**src/rtl/pixdiv_pkg.sv**
```systemverilog
// Shared types for the pixel clock enable divider.
// Assumes a maximum period of 4 master cycles.
package pixdiv_pkg;

    localparam int MAX_PERIOD = 4;
    localparam int PH_W       = $clog2(MAX_PERIOD);

    typedef enum logic [2:0] {
        MD_DIV4  = 3'd0,
        MD_DIV3  = 3'd1,
        MD_DIV2  = 3'd2,
        MD_TWO3  = 3'd3,
        MD_PASS  = 3'd4
    } pix_mode_t;

    // Last phase index of a period for each mode.
    function automatic logic [PH_W-1:0] last_phase(pix_mode_t m);
        case (m)
            MD_DIV4: last_phase = PH_W'(3);
            MD_DIV3: last_phase = PH_W'(2);
            MD_DIV2: last_phase = PH_W'(1);
            MD_TWO3: last_phase = PH_W'(2);
            default: last_phase = PH_W'(0);
        endcase
    endfunction

endpackage

```
**src/rtl/pixdiv_decode.sv**
```systemverilog
// Maps the ratio and oscillator-source codes to an operating mode.
// Reserved and prohibited settings map to quarter rate.
// The error flag is registered; the mode request is combinational.
module pixdiv_decode
    import pixdiv_pkg::*;
#(
    parameter int SEL_W        = 3,
    parameter int OSC_W        = 2,
    parameter int PASS_CODE    = 4,
    parameter int FAST_OSC     = 0
) (
    input  logic             clk,
    input  logic             rst_n,
    input  logic [SEL_W-1:0] ratio_sel,
    input  logic [OSC_W-1:0] osc_src,
    output pix_mode_t        req_mode,
    output logic             cfg_err
);

    logic bad_cfg;

    // Translate the codes into a requested mode and a legality flag.
    always_comb begin
        bad_cfg  = 1'b0;
        req_mode = MD_DIV4;
        case (ratio_sel)
            SEL_W'(0): req_mode = MD_DIV4;
            SEL_W'(1): req_mode = MD_DIV3;
            SEL_W'(2): req_mode = MD_DIV2;
            SEL_W'(3): req_mode = MD_TWO3;
            SEL_W'(PASS_CODE): begin
                if (osc_src == OSC_W'(FAST_OSC)) begin
                    req_mode = MD_DIV4;
                    bad_cfg  = 1'b1;
                end else begin
                    req_mode = MD_PASS;
                end
            end
            default: begin
                req_mode = MD_DIV4;
                bad_cfg  = 1'b1;
            end
        endcase
    end

    // Register the error flag.
    always_ff @(posedge clk) begin
        if (!rst_n) cfg_err <= 1'b0;
        else        cfg_err <= bad_cfg;
    end

endmodule

```
**src/rtl/pixdiv_phase.sv**
```systemverilog
// Phase counter and enable pattern generator.
// It holds the active mode and loads a new request only at a period boundary,
// where the phase restarts from zero.
module pixdiv_phase
    import pixdiv_pkg::*;
(
    input  logic            clk,
    input  logic            rst_n,
    input  pix_mode_t       req_mode,
    output pix_mode_t       act_mode,
    output logic [PH_W-1:0] phase,
    output logic            pix_en
);

    logic boundary;

    // Detect the last cycle of the current period.
    always_comb boundary = (phase == last_phase(act_mode));

    // Advance the phase; at a boundary adopt the requested mode.
    always_ff @(posedge clk) begin
        if (!rst_n) begin
            act_mode <= MD_DIV4;
            phase    <= '0;
        end else if (boundary) begin
            act_mode <= req_mode;
            phase    <= '0;
        end else begin
            phase    <= phase + PH_W'(1);
        end
    end

    // Produce the enable pattern for the active mode.
    always_comb begin
        case (act_mode)
            MD_TWO3: pix_en = (phase != PH_W'(2));
            MD_PASS: pix_en = 1'b1;
            default: pix_en = boundary;
        endcase
    end

endmodule

```
**src/rtl/pixclk_div.sv**
```systemverilog
// Top level of the pixel clock enable divider.
// Emits a single-cycle enable and never gates the clock.
// Assumes the codes come from the clk domain.
module pixclk_div
    import pixdiv_pkg::*;
#(
    parameter int SEL_W = 3,
    parameter int OSC_W = 2
) (
    input  logic             clk,
    input  logic             rst_n,
    input  logic [SEL_W-1:0] ratio_sel,
    input  logic [OSC_W-1:0] osc_src,
    output logic             pix_en,
    output logic             cfg_err
);

    pix_mode_t       req_mode;
    pix_mode_t       act_mode;
    logic [PH_W-1:0] phase;

    pixdiv_decode #(
        .SEL_W(SEL_W),
        .OSC_W(OSC_W)
    ) i_decode (
        .clk      (clk),
        .rst_n    (rst_n),
        .ratio_sel(ratio_sel),
        .osc_src  (osc_src),
        .req_mode (req_mode),
        .cfg_err  (cfg_err)
    );

    pixdiv_phase i_phase (
        .clk     (clk),
        .rst_n   (rst_n),
        .req_mode(req_mode),
        .act_mode(act_mode),
        .phase   (phase),
        .pix_en  (pix_en)
    );

endmodule

```
**config.mk**
```make
export PLATFORM = sky130hd
export DESIGN_NAME = pixclk_div
export DESIGN_NICKNAME = d
export VERILOG_FILES = /design/src/rtl/pixdiv_pkg.sv /design/src/rtl/pixdiv_decode.sv /design/src/rtl/pixdiv_phase.sv /design/src/rtl/pixclk_div.sv
export SDC_FILE = /design/constraint.sdc
export NUM_CORES = 1
export LEC_CHECK = 0
export BUFFER_PORTS_ARGS = -buffer_cell sky130_fd_sc_hd__buf_2
export CORE_AREA = 2 2 39 41
export DETAILED_ROUTE_END_ITERATION = 6
export DIE_AREA = 0 0 41 43
export PLACE_DENSITY = 0.43
export SLEW_MARGIN = 20
export SYNTH_ARGS = -nofsm -noshare
export SYNTH_HDL_FRONTEND = slang
export SYNTH_SLANG_ARGS = --single-unit
```
**constraint.sdc**
```tcl
create_clock -name clk -period 1.47 [get_ports clk]
set_input_delay 0.3675 -clock clk [delete_from_list [all_inputs] [get_ports clk]]
set_output_delay 0.3675 -clock clk [all_outputs]
set_load 0.1 [all_outputs]
```
==> results.sh <==
export IMPL_ys_seq_area_share_pct=34.9
export IMPL_wire_per_inst_um=11.2
export IMPL_die_area_sq_um=1760
export IMPL_routed_wirelength_um=796
export IMPL_netlist_area_sq_um=344
export IMPL_clk_pin_slew_ns=0.05
export IMPL_dp_final_hpwl_um=644
export IMPL_period_share_pct=122
export IMPL_yosys_warnings=0
export IMPL_cp_max_fo=4
export IMPL_reg2reg_to="i_phase.act_mode[0]$_SDFFE_PN0N_"
export IMPL_post_cts_buffers=0
export IMPL_finalSetupTns_ns=-0.319
export IMPL_ctsHoldBuffers=0
export IMPL_path_cells="inv_4, nor4b_1, a21oi_2, o21ai_4, buf_12"
export IMPL_status="complete, but fails checks"
export IMPL_p_per_area_nw_per_um2=867
export IMPL_drive_gt1_share_pct=47.3
export IMPL_critPathMaxStageDelay_ns=0.36
export IMPL_relSlewSlack_pct=67.8
export IMPL_die_w_um=41
export IMPL_dr_total_vias=339
export IMPL_finalSetupViolations=1
export IMPL_core_sq_um=1380
export IMPL_crit_required_ns=1.10
export IMPL_failed_checks="negative setup slack"
export IMPL_start_kind="register"
export IMPL_io_buffers=8
export IMPL_grt_use_total_pct=11.7
export IMPL_place_gp_congestion=0.676
export IMPL_slowest_stage="dfxtp_4"
export IMPL_path_depth=5
export IMPL_design_area_sq_um=528
export IMPL_irDropWorstVdd_mv=0.379
export IMPL_crit_end="pix_en"
export IMPL_placementRows=14
export IMPL_syn_num_nets=46
export IMPL_clkLatencyLatePin_ns=0.25
export IMPL_reg2reg_depth=5
export IMPL_clock_sinks=6
export IMPL_dr_first_iter_drc_count=3
export IMPL_post_route_min_period_ns=1.79
export IMPL_viasPerCell=4.77
export IMPL_synthTopCellsByCount="dfxtp_1 (6), nand2_1 (5), nor2_1 (4)"
export IMPL_synthCells=38
export IMPL_fillers=150
export IMPL_ios=9
export IMPL_grt_pass1_vias=340
export IMPL_synth_area_leaders="dfxtp_1 (35%), mux2i_1 (8.7%), o41ai_4 (8.0%)"
export IMPL_rsz0062_at_grt="true"
export IMPL_yosys_cell_types_count=21
export IMPL_grt_ovfl_total=0
export IMPL_fmax_ghz=0.559
export IMPL_worst_pin_slew_ns=0.486
export IMPL_ctsRootBufferMaster="clkbuf_4"
export IMPL_grt_pass1_wl_um=1310
export IMPL_startpoint="i_phase.phase[0]$_SDFF_PP0_"
export IMPL_synthFlopType="dfxtp_1"
export IMPL_ant_nets=0
export IMPL_cp_end_kind="primary output"
export IMPL_drt_pass1_iterations=2
export IMPL_skew_ns=0.00380
export IMPL_n_antenna_cell=0
export IMPL_async_reset_ff_share_pct=0
export IMPL_slew_violations=0
export IMPL_path_class="register to primary output"
export IMPL_hold_viol_final=0
export IMPL_clockBufferDepth=2
export IMPL_layout_nets=65
export IMPL_antenna_found_initial=0
export IMPL_power_leakage_nw=0.216
export IMPL_initial_core_util_pct=24.9
export IMPL_yosysMostFrequentCell="dfxtp_1"
export IMPL_place_area_sq_um=487
export IMPL_yosys_area_top_type_share_pct=34.9
export IMPL_critPathTopFamily="flip-flops"
export IMPL_drc=0
export IMPL_timing_rr_start="i_phase.phase[1]$_SDFF_PP0_"
export IMPL_cts_buffers=3
export IMPL_path_buf_inv=2
export IMPL_htree_num_levels=1
export IMPL_area_delta_synth_final_pct=53.5
export IMPL_grt_max_degree=10
export IMPL_reg2reg_slack_ns=0.13
export IMPL_synth_edf_count=0
export IMPL_setup_ws_ns=-0.319
export IMPL_drv_cap=0
export IMPL_worst_ep_arrival_time_ns=1.42
export IMPL_ys_ff_latch=6
export IMPL_avgSynthCellArea_sq_um=9.05
export IMPL_post_synth_top_area_cell="dfxtp_1"
export IMPL_hold_path_class="primary input to register"
export IMPL_tritoncts="done"
export IMPL_die_h_um=43
[final cells by class]
class	count	area (sq um)	share of cell area, %
clock buffer	3	22.5	4.27
timing repair buffer	15	108	20.4
multi-input combinational	30	244	46.2
inverter	1	6.26	1.18
sequential	6	128	24.2
tap	16	20.0	3.79
[what timing repair did]
| action | 4_1_cts | 5_1_grt |
|---|---|---|
| setup endpoints to repair | 1 | 4 |
| pin swaps | 1 | 0 |
| resized for setup | 0 | 5 |
| gates cloned | 0 | 0 |
[worst min-delay path, delay by kind of cell]
kind                   cells  cell delay (ns)
buffers and inverters      1             0.12
AND/OR/NAND/NOR            2             0.08
[registers in the layout, indices dropped and copies added (netlist names)]
name and flops:
i_phase.phase 2, i_decode.cfg_err 1, i_phase.act_mode 3
[metrics by stage]
stage	total power [mW]	std cells	setup slack [ns]	hold slack, ns	utilization, %
6_report	0.458	71	-0.319	0.368	38.2
5_1_grt	0.492	71	-0.381	0.385	38.2
2_1_floorplan	0.259	38	-0.286	0.481	-
3_5_place_dp	0.303	68	-0.0790	0.497	35.2
4_1_cts	0.460	71	-0.329	0.361	36.8
3_3_place_gp	0.301	68	-0.0695	0.496	35.2
[how the worst min path moves through the flow]
stage                                      from                               end  slack, ns  cells after the start
2_1_floorplan                      ratio_sel[2]       i_decode.cfg_err$_SDFF_PN0_       0.48                      2
3_3_place_gp   i_phase.act_mode[0]$_SDFFE_PN0N_  i_phase.act_mode[0]$_SDFFE_PN0N_       0.50                      2
3_5_place_dp   i_phase.act_mode[0]$_SDFFE_PN0N_  i_phase.act_mode[0]$_SDFFE_PN0N_       0.50                      2
4_1_cts                            ratio_sel[2]       i_decode.cfg_err$_SDFF_PN0_       0.36                      3
5_1_grt                            ratio_sel[2]       i_decode.cfg_err$_SDFF_PN0_       0.39                      3
6_report                           ratio_sel[2]       i_decode.cfg_err$_SDFF_PN0_       0.37                      3
[cells in the final DEF (no fill, tap or decap)]
master    netlist  layout
a41o_1          1       1
nor3_1          2       2
a21oi_1         2       1
o41ai_4         1       1
nor3b_1         1       1
nor4bb_1        1       1
nand3b_1        2       2
xnor2_1         1       1
clkbuf_4        0       3
o22ai_1         1       1
buf_12          0       1
nor2_1          4       4
nand2_1         5       5
and3_1          1       1
inv_4           0       1
mux2i_1         3       3
buf_2           0       7
buf_4           0       7
dfxtp_1         6       4
o21ai_4         0       1
nor4b_1         1       1
nand2b_1        1       1
a21oi_2         1       2
ha_4            0       1
dfxtp_4         0       2
[power breakdown]
group	internal [mW]	total (mW)	switching [mW]
registers	0.173	0.185	0.0127
logic	0.0532	0.120	0.0666
clock network	0.0924	0.153	0.0603
total	0.318	0.458	0.140
[routing by layer]
| metal | wire [um] | share of wire, % | global-route usage (%) |
|---|---|---|---|
| met3 | 27 | 3.4 | 1.57 |
| met4 | 12 | 1.5 | 12.0 |
| met5 | 0 | 0 | 0 |
| met2 | 443 | 56 | 18.4 |
| met1 | 312 | 39 | 11.6 |
[kinds of logic (layout without fill, tap and decap cells)]
logic type      count (synthesis)  in the layout  share of synthesized area, %
simple gates                   18             18                          28.4
compound gates                  7              7                          19.6
flops                           6              6                          34.9
mux                             3              3                          8.73
buf+inv                         2             19                          2.18
fa+ha+maj                       1              1                          3.64
xor+xnor                        1              1                          2.55
No activity file was read; power rests on OpenSTA's default activity.
